`src/rtl/wdt_pkg.sv`:
```
package wdt_pkg;
   typedef enum logic [1:0] {
      SZ_8  = 2'd0,
      SZ_16 = 2'd1,
      SZ_32 = 2'd2,
      SZ_64 = 2'd3
   } size_e;

   typedef enum logic [1:0] {
      ERR_NONE = 2'd0,
      ERR_SIZE = 2'd1,
      ERR_ADDR = 2'd2
   } err_e;

   typedef enum logic [1:0] {
      SEL_CTL  = 2'd0,
      SEL_RELD = 2'd1,
      SEL_CNTR = 2'd2,
      SEL_NONE = 2'd3
   } sel_e;

   localparam int BUS_W  = 32;
   localparam int HALF_W = 16;
endpackage

```
`src/rtl/wdt_access_check.sv`:
```
module wdt_access_check
   import wdt_pkg::*;
#(
   parameter int ADDR_W = 2
) (
   input  logic                wr,
   input  logic                rd,
   input  logic [ADDR_W-1:0]   addr,
   input  logic [1:0]          size,
   input  logic [BUS_W-1:0]    wdata,
   output sel_e                sel,
   output logic                legal,
   output logic                half,
   output err_e                err_d,
   output logic [BUS_W-1:0]    wdata_eff
);
   logic size_ok;

   assign size_ok = (size == SZ_16) || (size == SZ_32);
   assign half    = (size == SZ_16);

   always_comb begin
      case (addr)
         ADDR_W'(0): sel = SEL_CTL;
         ADDR_W'(1): sel = SEL_RELD;
         ADDR_W'(2): sel = SEL_CNTR;
         default:    sel = SEL_NONE;
      endcase
   end

   assign legal = size_ok && (sel != SEL_NONE);

   always_comb begin
      err_d = ERR_NONE;
      if (wr || rd) begin
         if (!size_ok)             err_d = ERR_SIZE;
         else if (sel == SEL_NONE) err_d = ERR_ADDR;
      end
   end

   assign wdata_eff = half ? {{(BUS_W-HALF_W){1'b0}}, wdata[HALF_W-1:0]} : wdata;
endmodule

```
`src/rtl/wdt_ctl.sv`:
```
module wdt_ctl #(
   parameter int              CODE_W   = 8,
   parameter logic [CODE_W-1:0] DIS_CODE = 8'hAD,
   parameter int              FLAG_BIT = 15
) (
   input  logic              clk,
   input  logic              rst_n,
   input  logic              wr_ctl,
   input  logic [15:0]       wdata,
   input  logic              set_flag,
   output logic [CODE_W-1:0] code,
   output logic              flag,
   output logic              enabled
);
   always_ff @(posedge clk) begin
      if (!rst_n) begin
         code <= DIS_CODE;
      end else if (wr_ctl) begin
         code <= wdata[CODE_W-1:0];
      end
   end

   always_ff @(posedge clk) begin
      if (!rst_n)                          flag <= 1'b0;
      else if (set_flag)                   flag <= 1'b1;
      else if (wr_ctl && wdata[FLAG_BIT])  flag <= 1'b0;
   end

   assign enabled = (code != DIS_CODE);
endmodule

```
`src/rtl/wdt_counter.sv`:
```
module wdt_counter #(
   parameter int CNT_W = 32
) (
   input  logic             clk,
   input  logic             rst_n,
   input  logic             enabled,
   input  logic             wr_reld,
   input  logic             wr_cntr,
   input  logic [CNT_W-1:0] wdata,
   output logic [CNT_W-1:0] reld,
   output logic [CNT_W-1:0] cntr,
   output logic             hit_zero,
   output logic             expire
);
   logic preload, service, step;

   assign preload  = wr_reld && !enabled;
   assign service  = wr_cntr && enabled;
   assign step     = enabled && !service && (cntr != '0);
   assign hit_zero = step && (cntr == CNT_W'(1));

   always_ff @(posedge clk) begin
      if (!rst_n)       reld <= '0;
      else if (preload) reld <= wdata;
   end

   always_ff @(posedge clk) begin
      if (!rst_n)       cntr <= '0;
      else if (preload) cntr <= wdata;
      else if (service) cntr <= reld;
      else if (step)    cntr <= cntr - CNT_W'(1);
   end

   always_ff @(posedge clk) begin
      if (!rst_n) expire <= 1'b0;
      else        expire <= hit_zero;
   end
endmodule

```
`src/rtl/wdt_timer.sv`:
```
module wdt_timer
   import wdt_pkg::*;
#(
   parameter int          ADDR_W   = 2,
   parameter int          CNT_W    = 32,
   parameter int          CODE_W   = 8,
   parameter logic [CODE_W-1:0] DIS_CODE = 8'hAD,
   parameter int          FLAG_BIT = 15
) (
   input  logic              clk,
   input  logic              rst_n,
   input  logic              bus_wr,
   input  logic              bus_rd,
   input  logic [ADDR_W-1:0] bus_addr,
   input  logic [1:0]        bus_size,
   input  logic [31:0]       bus_wdata,
   output logic [31:0]       bus_rdata,
   output logic [1:0]        bus_err,
   output logic              expire
);
   if (ADDR_W < 2)                    begin : g_bad_addr $error("ADDR_W too small"); end
   if (CNT_W < 2 || CNT_W > BUS_W)    begin : g_bad_cnt  $error("CNT_W out of range"); end
   if (FLAG_BIT < CODE_W || FLAG_BIT >= HALF_W) begin : g_bad_flag $error("FLAG_BIT misplaced"); end

   sel_e              sel;
   logic              legal, half;
   err_e              err_d;
   logic [BUS_W-1:0]  wdata_eff;
   logic [CODE_W-1:0] code;
   logic              ctl_flag, en, hit_zero;
   logic [CNT_W-1:0]  reld_q, cntr_q;
   logic [BUS_W-1:0]  ctl_word, reld_word, cntr_word, rd_mux;
   logic              wr_ok;

   wdt_access_check #(.ADDR_W(ADDR_W)) u_acc (
      .wr(bus_wr), .rd(bus_rd), .addr(bus_addr), .size(bus_size),
      .wdata(bus_wdata), .sel(sel), .legal(legal), .half(half),
      .err_d(err_d), .wdata_eff(wdata_eff)
   );

   assign wr_ok = bus_wr && legal;

   wdt_ctl #(.CODE_W(CODE_W), .DIS_CODE(DIS_CODE), .FLAG_BIT(FLAG_BIT)) u_ctl (
      .clk(clk), .rst_n(rst_n), .wr_ctl(wr_ok && sel == SEL_CTL),
      .wdata(wdata_eff[HALF_W-1:0]), .set_flag(hit_zero),
      .code(code), .flag(ctl_flag), .enabled(en)
   );

   wdt_counter #(.CNT_W(CNT_W)) u_cnt (
      .clk(clk), .rst_n(rst_n), .enabled(en),
      .wr_reld(wr_ok && sel == SEL_RELD), .wr_cntr(wr_ok && sel == SEL_CNTR),
      .wdata(wdata_eff[CNT_W-1:0]), .reld(reld_q), .cntr(cntr_q),
      .hit_zero(hit_zero), .expire(expire)
   );

   always_comb begin
      ctl_word = '0;
      ctl_word[CODE_W-1:0] = code;
      ctl_word[FLAG_BIT]   = ctl_flag;
   end

   if (CNT_W < BUS_W) begin : g_pad
      assign reld_word = {{(BUS_W-CNT_W){1'b0}}, reld_q};
      assign cntr_word = {{(BUS_W-CNT_W){1'b0}}, cntr_q};
   end else begin : g_full
      assign reld_word = reld_q;
      assign cntr_word = cntr_q;
   end

   always_comb begin
      case (sel)
         SEL_CTL:  rd_mux = ctl_word;
         SEL_RELD: rd_mux = reld_word;
         SEL_CNTR: rd_mux = cntr_word;
         default:  rd_mux = '0;
      endcase
      if (half) rd_mux[BUS_W-1:HALF_W] = '0;
   end

   always_ff @(posedge clk) begin
      if (!rst_n) begin
         bus_rdata <= '0;
         bus_err   <= ERR_NONE;
      end else begin
         bus_rdata <= (bus_rd && legal) ? rd_mux : '0;
         bus_err   <= err_d;
      end
   end
endmodule


```
`config.mk`:
```
export PLATFORM = sky130hd
export DESIGN_NAME = wdt_timer
export DESIGN_NICKNAME = d
export VERILOG_FILES = /design/src/rtl/wdt_pkg.sv /design/src/rtl/wdt_access_check.sv /design/src/rtl/wdt_ctl.sv /design/src/rtl/wdt_counter.sv /design/src/rtl/wdt_timer.sv
export SDC_FILE = /design/constraint.sdc
export NUM_CORES = 1
export LEC_CHECK = 0
export BUFFER_PORTS_ARGS = -buffer_cell sky130_fd_sc_hd__buf_4
export CAP_MARGIN = 20
export CORE_ASPECT_RATIO = 1.75
export CORE_MARGIN = 2
export CORE_UTILIZATION = 30
export CTS_CLUSTER_SIZE = 25
export DETAILED_ROUTE_END_ITERATION = 8
export GPL_TIMING_DRIVEN = 0
export PLACE_DENSITY = 0.53
export SLEW_MARGIN = 20
export SYNTH_ARGS = -nofsm -noshare
export SYNTH_HDL_FRONTEND = slang
export SYNTH_SLANG_ARGS = --single-unit
```
`constraint.sdc`:
```
create_clock -name clk -period 5 [get_ports clk]
set_input_delay 0.5 -clock clk [delete_from_list [all_inputs] [get_ports clk]]
set_output_delay 0.5 -clock clk [all_outputs]
set_load 0.01 [all_outputs]
```
* After elaboration in Yosys (flattened, before gate mapping) *
Cells that the tools add are included.

word-level totals
  input bits = 40
  flip-flop bits (word level) = 108
  output and inout bits = 35
  word-level logic and storage cells = 57

operators by class
  equality and inequality tests = 10
  bitwise logic cells = 2
  muxes and demuxes = 10
  reduce and logical (&&, ||, !) cells = 25
  add/subtract/negate cells = 1

operators with widths
  cell                     count
  $mux W32                 4
  $pmux W32 S3             1
  $eq A32 B1 Y1 const B    1
  $reduce_bool A32 Y1      1
  $sub A32 B1 Y32 const B  1
  $logic_and A1 B1 Y1      12
  $eq A2 B2 Y1 const B     4
  $ne A8 B8 Y1 const B     1
  $eq A2 B1 Y1 const B     3
  $pmux W2 S3              1
  $logic_not A2 Y1         2
  $reduce_and A2 Y1        2
  $mux W1                  3
  $reduce_and A3 Y1        1
  $reduce_bool A3 Y1       1
  $reduce_or A3 Y1         1
  $logic_not A1 Y1         2
  $logic_or A1 B1 Y1       2
  $mux W2                  1
  $ne A2 B2 Y1 const B     1
  $not A1 Y1               2
  $reduce_bool A2 Y1       1

* Logic depth before layout (Yosys ltp) *
Gate-level depths: netlist of the first run.

  depth after elaboration = 13
  depth in mapped cells = 11
  mapped depth without buffers = 8

* Hierarchy *
From an unflattened synthesis of the first run, not the netlist that was laid out.

second synthesis, totals
  cell total of the unflattened synthesis = 682
  area total of the unflattened synthesis = 5572.8 sq um

modules (own cells, without submodules)
  module            seq. area each (sq um)  cells each  times used  area each (sq um)
  wdt_counter       1301.2                  469         1           3579.7
  wdt_timer         680.7                   139         1           1327.5
  wdt_ctl           180.2                   33          1           354.1
  wdt_access_check  0.0                     41          1           311.5

* Worst setup path after synthesis of the first run *
No wires, ideal clock.

  path kind = reg-to-reg
  start = register u_cnt.cntr[0]
  end = register u_cnt.cntr[4]
  setup slack = 2451 ps
  arrival time = 2433 ps
  stages on the path, launching flop included = 10
  clock period less this slack = 2549 ps
  setup time = 116 ps
  data required time = 4884 ps
  path buffers = 2
  cells stage by stage = dfxtp_1 inv_1 ha_1 or3b_2 or4_1 nor3_1 a21oi_1 buf_2 buf_6 o211a_1

on the way
  word-level cells in the longest chain between the ends = 4
  elaborated cells between the ends (all ways) = 7
  classes of those cells = add/sub (1); mux (3); reduce/logical (3)

ends and longest elaborated chain
  element                 line               text
  from (decl)             wdt_counter.sv:11  output logic [CNT_W-1:0] cntr,
  from (signal assigned)  wdt_counter.sv:29  else if (preload) cntr <= wdata;
  from (signal assigned)  wdt_counter.sv:30  else if (service) cntr <= reld;
  from (signal assigned)  wdt_counter.sv:31  else if (step) cntr <= cntr - CNT_W'(1);
  $sub A32 B1 Y32         wdt_counter.sv:31
  $mux W32                wdt_counter.sv:31
  $mux W32                wdt_counter.sv:30
  $mux W32                wdt_counter.sv:29

Parallel ways exist; a longest one is shown, timed or not. The select of a mux whose other input is x is not followed.
A chain may end at the register's enable or synchronous reset.

* Final worst setup path of the first run *
  start = input bus_size[0]
  end = register u_cnt.reld[26]

on the way
  word-level cells in the longest chain between the ends = 6
  elaborated cells between the ends (all ways) = 8
  classes of those cells = eq/ne (2); mux (1); reduce/logical (5)

ends and longest elaborated chain
  element                                       line                                            text
  from (decl)                                   wdt_timer.sv:15                                 input logic [1:0] bus_size,
  $eq A2 B1 Y1 or $eq A2 B2 Y1 (tied branches)  wdt_access_check.sv:19, wdt_access_check.sv:20
  $logic_or A1 B1 Y1                            wdt_access_check.sv:19                          assign size_ok = (size == SZ_16) || (size == SZ_32);
  $logic_and A1 B1 Y1                           wdt_access_check.sv:31                          assign legal = size_ok && (sel != SEL_NONE);
  $logic_and A1 B1 Y1                           wdt_timer.sv:41                                 assign wr_ok = bus_wr && legal;
  $logic_and A1 B1 Y1                           wdt_timer.sv:51                                 .wr_reld(wr_ok && sel == SEL_RELD), .wr_cntr(wr_ok && sel == SEL_CNTR),
  $logic_and A1 B1 Y1                           wdt_counter.sv:17                               assign preload = wr_reld && !enabled;
  to (signal assigned)                          wdt_counter.sv:24                               else if (preload) reld <= wdata;
  to (decl)                                     wdt_counter.sv:10                               output logic [CNT_W-1:0] reld,

Parallel ways exist; a longest one is shown, timed or not.

==> results of run 1 <==
## per-stage QoR
stage                     std cells  setup WS (ns)  cell area (um^2)
after floorplan                 637           2.45              5160
after detailed placement        937           1.52              6010
after global placement          937           1.63              6000
final                           953           1.86              6290
after global routing            953           1.56              6290
after CTS                       953           1.88              6290
## layout make-up
type / count / area, um^2
inverter: 5 / 18.8
sequential: 108 / 2160
clock buffer: 11 / 233
tap: 227 / 284
timing repair buffer: 73 / 548
multi-input combinational: 477 / 2790
fill: 1836 / 10600
buffer: 47 / 203
clock inverter: 5 / 52.6
## routing by layer
metal	part of all wire	vias up	wire length, um
li1	-	2423	-
met1	0.36	2365	6620
met2	0.55	181	10100
met3	0.042	44	770
met4	0.043	0	792
met5	0	-	0
## cell usage after synthesis (12+ instances only)
master	count
xor2_1	15
o21ai_0	44
nor2_1	83
nand2_1	85
a22oi_1	28
nor4_1	13
a21boi_0	30
a31oi_1	13
dfxtp_1	108
nand3_1	16
a21oi_1	26
clkbuf_1	40
xnor2_1	12
nor3_1	15
## how the worst min path moves through the flow
stage                                startpoint                     endpoint  cells after the start
floorplan            u_cnt.reld[0]$_SDFFE_PN0P_   u_cnt.reld[0]$_SDFFE_PN0P_                      2
global placement    u_cnt.reld[17]$_SDFFE_PN0P_  u_cnt.reld[17]$_SDFFE_PN0P_                      2
detailed placement   u_cnt.reld[6]$_SDFFE_PN0P_   u_cnt.reld[6]$_SDFFE_PN0P_                      2
CTS                                bus_wdata[5]   u_ctl.code[5]$_SDFFE_PN1P_                      3
global route                       bus_wdata[5]   u_ctl.code[5]$_SDFFE_PN1P_                      3
finish                             bus_wdata[5]   u_ctl.code[5]$_SDFFE_PN1P_                      3
## flip-flops by register name, summed over array words and instances, names as in the netlist
register and flops:
u_ctl.code 8, bus_err 2, u_cnt.cntr 32, bus_rdata 32, u_cnt.reld 32, u_cnt.expire 1
u_ctl.flag 1
## cells by family (layout without fill, tap and decap cells)
group           after synthesis  count (layout)
fa+ha+maj                     3               3
flops                       108             108
mux                          11              11
simple gates                260             260
buf+inv                      52             141
xor+xnor                     27              27
compound gates              176             176
## worst min-delay path: cells and delay by family
kind / cells / cell delay (ns)
simple gates: 2 / 0.10
buf+inv: 1 / 0.09
## power breakdown
group          switching [mW]  total [mW]  leakage, nW  internal [mW]
registers              0.0854        1.01        0.878          0.921
logic                   0.391       0.659         1.39          0.268
clock network           0.335       0.722        0.139          0.387
total                   0.812        2.39         2.41           1.58
==> results by group, run 1 <==
Outcome
  – Status: finished clean

Global route
  – Met2 track demand over resource: 0.385
  – Initial antenna violation count: 0
  – Most Crowded Layer GR: met2
  – Total grt overflow: 0
  – All-Layer GR Usage: 0.206
  – Vias in the first global route: 5171
  – First-pass GRT wire length: 28000 um
  – Largest net degree at the start of global routing: 17
  – Met3 usage: 0.0268
  – GRT met1 Usage: 0.215

Timing
  – Relative max-transition margin: 0.406
  – Min Hold Slack: 0.353 ns
  – Clock Skew: 0.0127 ns
  – RSZ-0062 raised after global routing: no
  – Setup-failing EPs final: 0
  – Slew Viols, Final: 0
  – Worst Tran Pin Value: 0.885 ns
  – Min cycle time layout: 3.14 ns
  – Final hold vios: 0
  – Tcrit/Tclk final: 0.629
  – Fmax achieved: 0.318 GHz
  – Fin Setup TNS: 0 ns

Floorplan
  – Die W: 103 um
  – Die ar.: 18300 um^2
  – Initial core utilization: 0.306
  – Vert. Die Dim: 178 um
  – I/O pin count: 75
  – Placeable Area: 16900 um^2
  – Site Rows: 63

Synthesis
  – Post-synth top area cell: dfxtp_1
  – EDFF count, synth: 0
  – Synthesized area per cell: 8.11 um^2
  – Post-synthesis sequential area ratio: 0.419
  – Main flop type after synthesis: dfxtp_1
  – Mapped Cells: 637
  – Share of synthesized area spent on multiplexers: 0.0213
  – Synth unique cells: 58
  – Largest family of logic cells by synthesized area: simple AND/OR/NAND/NOR gates
  – Synth Warn #: 0
  – Asr flop ratio synth: 0
  – Post-Syn Area: 5160 um^2
  – Syn_nets: 680
  – Synth Area in Adders: 0.00727
  – Top area cells in the synthesized netlist: dfxtp_1, nand2_1, nor2_1, a21boi_0, o21ai_0
  – Yosys reg bits: 108
  – Compound-Gate Fraction of Synth Area: 0.226
  – Simple-Gate Fraction of Synth Area: 0.238
  – Top cell type's share of synthesized area: 0.419
  – XOR/XNOR share of the synthesized area: 0.0458

Critical path
  – WP depth: 8
  – Arr. time, crit path: 3.44 ns
  – CP Capture Type: register
  – WP buf/inv: 2
  – Critical path launch point type: input pin
  – Worst r2r src: u_cnt.cntr[0]$_SDFFE_PN0P_
  – Reg2Reg Setup Slack: 1.97 ns
  – Worst path cell trace: buf_4, ha_1, nor4bb_1, nand3_1, nor2_1, clkbuf_1, nand2_1, a21boi_0
  – Worst setup path startpoint: bus_size[0]
  – Crit path max fanout: 10
  – WS Path Type: input pin to register
  – Req. time, crit path: 5.29 ns
  – Worst Setup EP: u_cnt.reld[26]$_SDFFE_PN0P_
  – Worst reg2reg path depth: 9
  – Top delay family on crit path: simple AND/OR/NAND/NOR gates
  – Critical register-to-register path endpoint: u_cnt.cntr[11]$_SDFFE_PN0P_
  – Slowest-stage cell, CP: nor2_1
  – CP max stage delay: 0.72 ns

Place
  – PortBufs: 73
  – GPL Wtd Cong: 0.891
  – DP HPWL: 13700 um

Hold path
  – Min-delay worst type: input pin to register

Power
  – Total Power: 2.39 mW
  – PwrDens: 379 nW/um^2
  – Pleak: 2.41 nW
  – Peak VDD IR: 0.000152 V

Clock tree
  – CTS tree: yes
  – Clk pin slew, worst setup/hold paths: 0.08 ns
  – H-tree levels: 3
  – Clock sinks: 108
  – Hold buffers post-CTS: 0
  – Post-CTS Setup Inserts: 0
  – PostCTS Resize Cnt: 0
  – Clock root cell: clkbuf_16
  – Total CTS buffers: 9
  – Clk Latency, worst-skew pair: 0.37 ns
  – Clock Tree Buf Depth: 2

Routing
  – Vias post-DR: 5013
  – Vias per Instance: 5.26
  – DRC Markers: 0
  – Drt wl/cell: 19.2 um
  – DR pass1 iterations: 5
  – Initial DRC count: 317
  – Antenna-violating nets left: 0
  – Routed Wire Length: 18300 um

Finish
  – Most common cell after layout, fill and taps aside: dfxtp_1
  – Commonest non-fill, non-tap cells in the layout: dfxtp_1, nand2_1, nor2_1, buf_4, o21ai_0
  – # diodes: 0
  – Fin util: 0.373
  – Layout net count: 764
  – Layout area overhead: 21.9%
  – Layout cells sized above 1: 0.145

Job
  – MaxCap Viol Count: 0
(Power assumes the default switching activity.)
==> run 2, diff against run 1 <==
PLACE_DENSITY = 0.55   (was 0.53)
clock period = 2.8 ns   (was 5 ns; I/O delays follow)
==> results by group, run 2 (synthesis results as in run 1) <==
Floorplan
  – Die ar.: 18300 um^2 (unchanged)
  – I/O pin count: 75 (unchanged)
  – Initial core utilization: 0.306 (unchanged)
  – Site Rows: 63 (unchanged)
  – Vert. Die Dim: 178 um (unchanged)
  – Placeable Area: 16900 um^2 (unchanged)
  – Die W: 103 um (unchanged)

Global route
  – Initial antenna violation count: 0 (unchanged)
  – First-pass GRT wire length: 27200 um (was 28000 um)
  – All-Layer GR Usage: 0.200 (was 0.206)
  – Largest net degree at the start of global routing: 20 (was 17)
  – Total grt overflow: 0 (unchanged)
  – Vias in the first global route: 5027 (was 5171)

Routing
  – DRC Markers: 0 (unchanged)
  – Drt wl/cell: 18.6 um (was 19.2 um)
  – DR pass1 iterations: 5 (unchanged)
  – Vias per Instance: 5.21 (was 5.26)
  – Routed Wire Length: 17700 um (was 18300 um)
  – Initial DRC count: 228 (was 317)
  – Antenna-violating nets left: 0 (unchanged)
  – Vias post-DR: 4961 (was 5013)

Timing
  – Fmax achieved: 0.369 GHz
  – Clock Skew: 0.00805 ns (was 0.0127 ns)
  – Relative max-transition margin: 0.405 (was 0.406)
  – Slew Viols, Final: 0 (unchanged)
  – Setup-failing EPs final: 0 (unchanged)
  – Min Hold Slack: 0.141 ns (was 0.353 ns)
  – Final hold vios: 0 (unchanged)
  – RSZ-0062 raised after global routing: no (unchanged)
  – Min cycle time layout: 2.71 ns
  – Tcrit/Tclk final: 0.969
  – Worst Tran Pin Value: 0.886 ns (was 0.885 ns)

Clock tree
  – Post-CTS Setup Inserts: 0 (unchanged)
  – Clock sinks: 108 (unchanged)
  – Clock root cell: clkbuf_16 (unchanged)
  – H-tree levels: 3 (unchanged)
  – CTS tree: yes (unchanged)
  – Hold buffers post-CTS: 0 (unchanged)
  – Total CTS buffers: 9 (unchanged)
  – Clk pin slew, worst setup/hold paths: 0.08 ns (about the same)
  – Clock Tree Buf Depth: 2 (unchanged)
  – Clk Latency, worst-skew pair: 0.36 ns (was 0.37 ns)

Power
  – Peak VDD IR: 0.000320 V (was 0.000152 V)
  – Total Power: 4.26 mW (was 2.39 mW)
  – Pleak: 2.43 nW (was 2.41 nW)
  – PwrDens: 672 nW/um^2 (was 379 nW/um^2)

Finish
  – Biggest registers after layout: bus_rdata x32, u_cnt.cntr x32, u_cnt.reld x32 (unchanged)
  – Layout area overhead: 22.8% (was 21.9%)
  – Fin cells: 953 (unchanged)
  – Commonest non-fill, non-tap cells in the layout: dfxtp_1, nand2_1, nor2_1, buf_4, o21ai_0 (unchanged)
  – Most common cell after layout, fill and taps aside: dfxtp_1 (unchanged)
  – # diodes: 0 (unchanged)
  – Layout cells sized above 1: 0.160 (was 0.145)
  – Layout net count: 764 (unchanged)

Critical path
  – CP Capture Type: register (unchanged)
  – WS Path Type: register to register (was input pin to register)
  – Req. time, crit path: 3.11 ns (was 5.29 ns)
  – Crit path max fanout: 8 (was 10)
  – Arr. time, crit path: 3.02 ns (was 3.44 ns)
  – Critical path launch point type: register (was input pin)

Outcome
  – Status: finished clean (unchanged)

Place
  – GPL Wtd Cong: 0.899 (was 0.891)
  – PortBufs: 73 (unchanged)
  – Placed instance count: 937 (unchanged)
  – DP HPWL: 13500 um (was 13700 um)

Job
  – MaxCap Viol Count: 0 (unchanged)

Hold path
  – Min-delay worst type: input pin to register (unchanged)
-- run 2: power by group --
part	switching [mW]	internal, mW
registers	0.155	1.64
logic	0.703	0.499
clock network	0.645	0.619
-- run 2: final timing paths --
check / start / end / slack, ns / cells past startpoint
hold reg to reg: u_cnt.reld[7]$_SDFFE_PN0P_ / u_cnt.reld[7]$_SDFFE_PN0P_ / 0.48 / 2
setup reg to reg: u_cnt.cntr[16]$_SDFFE_PN0P_ / u_ctl.flag$_SDFFE_PN0P_ / 0.09 / 6
hold / removal: bus_wdata[5] / u_ctl.code[5]$_SDFFE_PN1P_ / 0.14 / 3
setup / recovery: u_cnt.cntr[16]$_SDFFE_PN0P_ / u_ctl.flag$_SDFFE_PN0P_ / 0.09 / 6
-- run 2: per-stage QoR --
stage | cell area, um^2 | setup slack (ns) | setup TNS, ns | utilization
finish | 6340 | 0.0865 | 0 | 0.376
global route | 6340 | 0.0108 | 0 | 0.376
CTS | 6310 | 0.0237 | 0 | 0.374
detailed placement | 6010 | -0.393 | -9.01 | 0.356
global placement | 6000 | -0.408 | -11.13 | 0.355
floorplan | 5160 | 0.251 | 0 | -
-- run 2: area by class of cell --
class	count	area [um^2]
Inverter	5	18.8
Tap cell	227	284
Clock buffer	9	225
Sequential cell	108	2160
Clock inverter	7	63.8
Buffer	47	209
Timing Repair Buffer	73	548
Fill cell	1840	10500
Multi-Input combinational cell	477	2830
-- run 2: what timing repair did --
action	4_1_cts	5_1_grt
pin swaps	0	0
resized for setup	4	13
endpoints found under the setup margin	34	41
-- run 2: critical path: stages (launching register included) --
cell and delay (ns):
dfxtp_1 0.37, or3_4 0.44, or4b_4 0.52, buf_6 0.15, or4_4 0.50, nor3_1 0.49
a31o_2 0.18
-- run 2: routing by layer --
metal / GRT usage / up-vias / routed length, um
met5: 0 / - / 0
met3: 0.0284 / 46 / 666
met4: 0.0981 / 0 / 753
met2: 0.375 / 139 / 9670
met1: 0.210 / 2345 / 6620
li1: - / 2431 / -
